**config.mk**
```make
export PLATFORM = sky130hd
export DESIGN_NAME = rxstat_ctrl
export DESIGN_NICKNAME = d
export VERILOG_FILES = /design/src/rtl/rxstat_pkg.sv /design/src/rtl/rxstat_accept.sv /design/src/rtl/rxstat_datareg.sv /design/src/rtl/rxstat_flag.sv /design/src/rtl/rxstat_ctrl.sv
export SDC_FILE = /design/constraint.sdc
export NUM_CORES = 1
export LEC_CHECK = 0
export ABC_AREA = 1
export BUFFER_PORTS_ARGS = -buffer_cell sky130_fd_sc_hd__buf_2
export CAP_MARGIN = 0
export CORE_AREA = 2 2 40 51
export DETAILED_ROUTE_END_ITERATION = 10
export DIE_AREA = 0 0 42 53
export GPL_TIMING_DRIVEN = 1
export PLACE_DENSITY_LB_ADDON = 0.08
export SYNTH_ARGS = -nofsm -noshare
export SYNTH_HDL_FRONTEND = slang
export SYNTH_SLANG_ARGS = --single-unit
```
**constraint.sdc**
```tcl
create_clock -name clk -period 1.1 [get_ports clk]
set_input_delay 0.055 -clock clk [delete_from_list [all_inputs] [get_ports clk]]
set_output_delay 0.055 -clock clk [all_outputs]
set_load 0.01 [all_outputs]
```
**src/rtl/rxstat_pkg.sv**
```systemverilog
package rxstat_pkg;
  localparam int unsigned FLAG_RDY = 0;
  localparam int unsigned FLAG_OVR = 1;
  localparam int unsigned NFLAGS   = 2;

  typedef enum logic {
    MODE_ASYNC = 1'b0,
    MODE_SYNC  = 1'b1
  } mode_e;
endpackage

```
**src/rtl/rxstat_accept.sv**
```systemverilog
// Decides, per cycle, whether a completed word is loaded or lost to overrun.
module rxstat_accept (
  input  logic rx_done_i,
  input  logic rx_en_i,
  input  logic rdy_i,
  input  logic ovr_i,
  input  logic rdy_clr_i,
  output logic load_o,
  output logic set_ovr_o
);
  logic take;

  always_comb begin
    take      = rx_done_i & rx_en_i & ~ovr_i;
    load_o    = take & (~rdy_i | rdy_clr_i);
    set_ovr_o = take & rdy_i & ~rdy_clr_i;
  end
endmodule

```
**src/rtl/rxstat_datareg.sv**
```systemverilog
// Holding register with explicit load enable.
module rxstat_datareg #(
  parameter int unsigned DATA_W = 8
) (
  input  logic              clk,
  input  logic              rst_n,
  input  logic              load_i,
  input  logic [DATA_W-1:0] din_i,
  output logic [DATA_W-1:0] dout_o
);
  logic [DATA_W-1:0] data_q, data_d;

  always_comb begin
    data_d = data_q;
    if (load_i) data_d = din_i;
  end

  always_ff @(posedge clk or negedge rst_n) begin
    if (!rst_n)      data_q <= '0;
    else if (load_i) data_q <= data_d;
  end

  assign dout_o = data_q;
endmodule

```
**src/rtl/rxstat_flag.sv**
```systemverilog
// One status flag with its read-as-one arm bit.
module rxstat_flag (
  input  logic clk,
  input  logic rst_n,
  input  logic standby_i,
  input  logic set_i,
  input  logic hw_clr_i,
  input  logic rd_i,
  input  logic wr_i,
  input  logic wbit_i,
  output logic flag_o,
  output logic sw_clr_o
);
  logic flag_q, flag_d, flag_en;
  logic arm_q, arm_d, arm_en;
  logic sw_clr;

  always_comb begin
    sw_clr = wr_i & ~wbit_i & arm_q & flag_q;

    flag_d = flag_q;
    if (standby_i)                flag_d = 1'b0;
    else if (set_i)               flag_d = 1'b1;
    else if (sw_clr || hw_clr_i)  flag_d = 1'b0;
    flag_en = standby_i | set_i | sw_clr | hw_clr_i;

    arm_d = arm_q;
    if (standby_i)  arm_d = 1'b0;
    else if (rd_i)  arm_d = flag_q;
    else if (wr_i)  arm_d = 1'b0;
    arm_en = standby_i | rd_i | wr_i;
  end

  always_ff @(posedge clk or negedge rst_n) begin
    if (!rst_n)       flag_q <= 1'b0;
    else if (flag_en) flag_q <= flag_d;
  end

  always_ff @(posedge clk or negedge rst_n) begin
    if (!rst_n)      arm_q <= 1'b0;
    else if (arm_en) arm_q <= arm_d;
  end

  assign flag_o   = flag_q;
  assign sw_clr_o = sw_clr;
endmodule

```
**src/rtl/rxstat_ctrl.sv**
```systemverilog
module rxstat_ctrl
  import rxstat_pkg::*;
#(
  parameter int unsigned DATA_W = 8,
  parameter int unsigned STAT_W = 8
) (
  input  logic              clk,
  input  logic              rst_n,
  input  logic              standby_i,
  input  logic              sync_mode_i,
  input  logic              rx_en_i,
  input  logic              rx_done_i,
  input  logic [DATA_W-1:0] rx_shift_i,
  input  logic              dma_clr_i,
  input  logic              stat_rd_i,
  input  logic              stat_wr_i,
  input  logic [STAT_W-1:0] stat_wdata_i,
  input  logic              irq_en_i,
  output logic [DATA_W-1:0] rdata_o,
  output logic [STAT_W-1:0] status_o,
  output logic              rxi_o,
  output logic              eri_o,
  output logic              rx_stall_o,
  output logic              tx_stall_o
);
  logic [NFLAGS-1:0] flag_set, flag_hwclr, flag_val, flag_swclr;
  logic load, set_ovr, rdy_clr;
  mode_e mode;

  assign mode    = mode_e'(sync_mode_i);
  assign rdy_clr = flag_swclr[FLAG_RDY] | dma_clr_i;

  rxstat_accept u_accept (
    .rx_done_i (rx_done_i),
    .rx_en_i   (rx_en_i),
    .rdy_i     (flag_val[FLAG_RDY]),
    .ovr_i     (flag_val[FLAG_OVR]),
    .rdy_clr_i (rdy_clr),
    .load_o    (load),
    .set_ovr_o (set_ovr)
  );

  rxstat_datareg #(.DATA_W(DATA_W)) u_data (
    .clk    (clk),
    .rst_n  (rst_n),
    .load_i (load),
    .din_i  (rx_shift_i),
    .dout_o (rdata_o)
  );

  always_comb begin
    flag_set             = '0;
    flag_hwclr           = '0;
    flag_set[FLAG_RDY]   = load;
    flag_hwclr[FLAG_RDY] = dma_clr_i;
    flag_set[FLAG_OVR]   = set_ovr;
  end

  for (genvar g = 0; g < NFLAGS; g++) begin : g_flag
    rxstat_flag u_flag (
      .clk       (clk),
      .rst_n     (rst_n),
      .standby_i (standby_i),
      .set_i     (flag_set[g]),
      .hw_clr_i  (flag_hwclr[g]),
      .rd_i      (stat_rd_i),
      .wr_i      (stat_wr_i),
      .wbit_i    (stat_wdata_i[g]),
      .flag_o    (flag_val[g]),
      .sw_clr_o  (flag_swclr[g])
    );
  end

  always_comb begin
    status_o              = '0;
    status_o[NFLAGS-1:0]  = flag_val;
    rxi_o      = flag_val[FLAG_RDY] & irq_en_i;
    eri_o      = flag_val[FLAG_OVR] & irq_en_i;
    rx_stall_o = flag_val[FLAG_OVR];
    tx_stall_o = flag_val[FLAG_OVR] & (mode == MODE_SYNC);
  end
endmodule

```
======== After elaboration in Yosys (flattened, before gate mapping) ========
Cells that the tools add are included.
W data, S select, Z words.
word-level totals
  input bits .............................. 26
  register bits ........................... 12
  word-level logic and storage cells ...... 51
  output and inout bits ................... 20
operators by class
  bitwise logic cells ..................... 28
  reductions and logical operators ........ 7
  mux-type cells .......................... 11
operators by type and width
  cell                number
  $and A1 B1 Y1       14
  $mux W1             11
  $or A1 B1 Y1        9
  $reduce_bool A3 Y1  3
  $reduce_and A2 Y1   3
  $not A1 Y1          5
  $logic_or A1 B1 Y1  1

======== Depth between registers and ports, before layout ========
  depth after elaboration ................. 11
  mapped depth ............................ 6
  mapped depth without buffers ............ 6

======== By module ========
Synthesis repeated with hierarchy kept, for this count alone.
unflattened totals
  cells, all modules ...................... 93
  area, all modules ....................... 654.4 sq um
modules (own cells, without submodules)
  module          seq. area each (sq um)  cells each  area an instance (sq um)  times used
  rxstat_datareg  200.2                   34          305.3                     1
  rxstat_flag     50.0                    17          111.4                     2
  rxstat_ctrl     0.0                     17          90.1                      1
  rxstat_accept   0.0                     8           36.3                      1

======== Least setup slack after synthesis ========
OpenSTA, ideal clock, no wires.
  path kind ............................... reg2reg
  from .................................... register g_flag[1].u_flag.flag_q
  to ...................................... register g_flag[1].u_flag.flag_q
  setup time .............................. 0.073 ns
  data required time ...................... 1.027 ns
  slack ................................... 0.097 ns
  arrival ................................. 0.930 ns
  clock period less this slack ............ 1.003 ns
  buffers on the path ..................... 1
  cell stages (with the launch flop) ...... 5
  cells stage by stage .................... dfrtp_1 > nor2_4 > buf_6 > nand3_2 > a21oi_2
on the way
  cells in the longest elaborated chain, start to end .. 7
ends and longest elaborated chain
  item                         line                 text
  from (decl)                  rxstat_flag.sv:14    logic flag_q, flag_d, flag_en;
  from (signal assigned)       rxstat_flag.sv:36    else if (flag_en) flag_q <= flag_d;
  $not A1 Y1                   rxstat_accept.sv:14  take = rx_done_i & rx_en_i & ~ovr_i;
  $and A1 B1 Y1                rxstat_accept.sv:14
  $and A1 B1 Y1 (2 in series)  rxstat_accept.sv:16  set_ovr_o = take & rdy_i & ~rdy_clr_i;
  $or A1 B1 Y1 (2 in series)   rxstat_flag.sv:25    flag_en = standby_i | set_i | sw_clr | hw_clr_i;
  $reduce_and A2 Y1 (no line)  --
Parallel ways exist; a longest one is shown, timed or not.
A chain may end at the register's enable or synchronous reset.

======== Worst setup path after layout ========
  from .................................... register g_flag[1].u_flag.flag_q
  to ...................................... output port eri_o
on the way
  cells in the longest elaborated chain, start to end .. 1
ends and longest elaborated chain
  item           line               text
  $and A1 B1 Y1  rxstat_ctrl.sv:78  eri_o = flag_val[FLAG_OVR] & irq_en_i;
  to (decl)      rxstat_ctrl.sv:22  output logic eri_o,
Every way passes these cells.

==> run_results.csv <==
group,metric,value,unit
status,status,"finished clean",
critical_path,crit_start,"g_flag[1].u_flag.flag_o",
floorplan,core_area,1720,µm²
pwr,combPwrFrac,0.234,
placed_design,dp_hpwl,1040,µm
synthesis,syn-cell-area,654,µm²
synthesis,synth_top_family_by_area,"simple AND/OR/NAND/NOR gates",
clock_tree,cts_made_buffers,3,
grt,grt_max_degree,13,
sta,grt_setup_unrepaired,"yes",
pwr,p_int,809,µW
clock_tree,insertion_delay,270,ps
synthesis,synthXorXnorAreaFrac,0,
synthesis,synth_edf_count,0,
synthesis,synth_compound_area_frac,0.0210,
clock_tree,clk_pin_slew,80,ps
sta,post-route-min-period,1080,ps
critical_path,cp-start-kind,"flip-flop",
synthesis,yosys_warnings,0,
floorplan,initial_core_util,0.380,
synthesis,avgSynthCellArea,8.84,µm²
synthesis,synthFlopType,"dfrtp_1",
floorplan,ioPinCount,46,
pwr,power_switching_share,0.282,
synthesis,netlist_top_cells_area,"dfrtp_1 (46%), nand2_1 (13%), nand3_1 (9.2%), buf_4 (9.2%), nand2_4 (3.4%)",
grt,grt_pass1_wl,2340,µm
critical_path,r2r_setup_slack,40,ps
synthesis,synth_largest_area_cell,"dfrtp_1",
grt,antenna_found_initial,0,
synthesis,synth_cell_type_count,17,
routing,drc,0,
pwr,ir_drop,0.903,mV
pwr,total_power,1.13,mW
layout,final_nets,142,
clock_tree,cts_buffer_depth,2,
layout,design_area,955,µm²
sta,timing.hold.ws,11.6,ps
placed_design,dpl_cell_area,806,µm²
routing,drt_iter0_markers,2,
synthesis,ys_seq_area_frac,0.459,
pwr,clockPowerShare,0.307,
routing,avgViaCountPerCell,4.42,
grt,grt_pass1_vias,539,
layout,layout.cells.non_filler,134,
clock_tree,cts_tree,"built",
flow_run,drv_cap,0,
placed_design,place_inst,124,
critical_path,cp_data_required_time,1040,ps
worst_hold_path,worstHoldStart,"rx_shift_i[6]",
synthesis,synth_most_common_cell,"nand2_1",
layout,antenna_cells,0,
synthesis,synth_cells,74,
floorplan,fp-row-count,17,
pwr,power_density,1180,nW/µm²
pwr,p_switching,318,µW
routing,drt_pass1_iterations,4,
grt,grt_overflow,0,
floorplan,die-area,2230,µm²
floorplan,chipHeight,53,µm
sta,drv_slew,0,
synthesis,synthTopCellsByCount,"nand2_1 (23), dfrtp_1 (12), nand3_1 (12)",
grt,grt_usage,0.138,
sta,hold_viol,0,
pwr,seqPwrFrac,0.460,
placed_design,gp_congestion,0.663,
sta,fin_crit_sh,0.978,
synthesis,yosysTopAreaCellShare,0.459,
critical_path,r2r-start,"g_flag[1].u_flag.flag_o",
sta,timing.fmax,929,MHz
clock_tree,cts.sinks,12,
routing,postRouteAntennaNets,0,
critical_path,criticalPathCategory,"flip-flop to primary output",
synthesis,synth-simple-area-share,0.371,
synthesis,synthMuxAreaShare,0,
sta,fin_skew,5.09,ps
critical_path,cp_max_fo,6,
clock_tree,htree_levels,1,
worst_hold_path,hold_path_class,"primary input to flip-flop",
routing,vias,592,
critical_path,crit_arrival,1020,ps
layout,drive_gt1_frac,0.530,
clock_tree,root_buffer,"clkbuf_4",
critical_path,cp-end-kind,"primary output",
routing,wirelength,1410,µm
synthesis,async_flop_share,1.00,
synthesis,ys_ff_latch,12,
layout,syn2layout_area_growth,45.9,%
floorplan,die_x,42,µm
synthesis,synth_fa_ha_area_frac,0,
routing,wl_per_cell,10.5,µm
pwr,leakagePower,0.551,nW
sta,finalSetupViolCount,0,
placed_design,portBuffers,33,
==> timing repair <==
item | CTS | global route
gates resized for setup | 0 | 15
endpoints found under the hold margin | 14 | 1
gates cloned | 0 | 0
pin swaps | 0 | 12
setup buffers | 1 | 2
setup endpoints to repair | 2 | 10
hold buffers | 2 | 1
==> path summary, 6_finish.rpt <==
check	to	cells past startpoint
setup / recovery	eri_o	4
hold / removal	u_data.dout_o[6]	3
setup reg to reg	u_data.dout_o[7]	5
hold reg to reg	u_data.dout_o[7]	2
max in group asynchronous	u_data.dout_o[0]	2
min in group asynchronous	u_data.dout_o[2]	2
==> registers in the layout, summed over array words and instances, names as in the netlist <==
register	flops
g_flag.u_flag.arm_q	2
g_flag.u_flag.flag_o	2
u_data.dout_o	8
==> cells in the final DEF, fill, tap and decap left out, drive strengths merged <==
cell	instances
buf	38
nand2	25
nand3	14
dfrtp	12
conb	6
inv	6
clkbuf	4
nor2	4
dlygate4sd3	3
a21oi	2
nand3b	1
==> worst max-delay path: stages (launching register included) <==
cell and delay, ps:
dfrtp_1 410, buf_6 140, nand2_2 50, inv_1 30
buf_2 120
==> cell type report <==
cell class	count	area, µm²
well taps	19	23.8
multi-input cells	52	328
clock buffers	4	36.3
repair buffers	41	244
fillers	192	768
flip-flops and latches	12	300
inverters	6	22.5
==> layer usage <==
metal	routed length [µm]	track usage	vias to the layer above
met5	0	0	-
met4	5	0.0645	0
met3	78	0.0205	2
met2	731	0.224	24
met1	594	0.180	265
li1	-	-	301
==> power by group through the flow <==
stage          Sequential (mW)  Combinational (mW)  Clock [mW]
2_1_floorplan            0.549               0.110           0
6_report                 0.518               0.263       0.346
3_5_place_dp             0.526               0.228           0
4_1_cts                  0.517               0.235       0.355
3_3_place_gp             0.526               0.224           0
5_1_grt                  0.527               0.294       0.392
==> cells by family after synthesis <==
kind of cell | after synthesis
buf+inv | 15
flops | 12
simple gates | 44
compound gates | 2
other cells | 1
==> stage by stage <==
stage	util	setup WS (ps)	TNS, ps
4_1_cts	0.505	8.52	0
3_5_place_dp	0.468	80.0	0
2_1_floorplan	-	96.5	0
5_1_grt	0.554	-36.6	-166
3_3_place_gp	0.468	87.6	0
6_report	0.554	23.7	0
No activity file was read; power rests on OpenSTA's default activity.
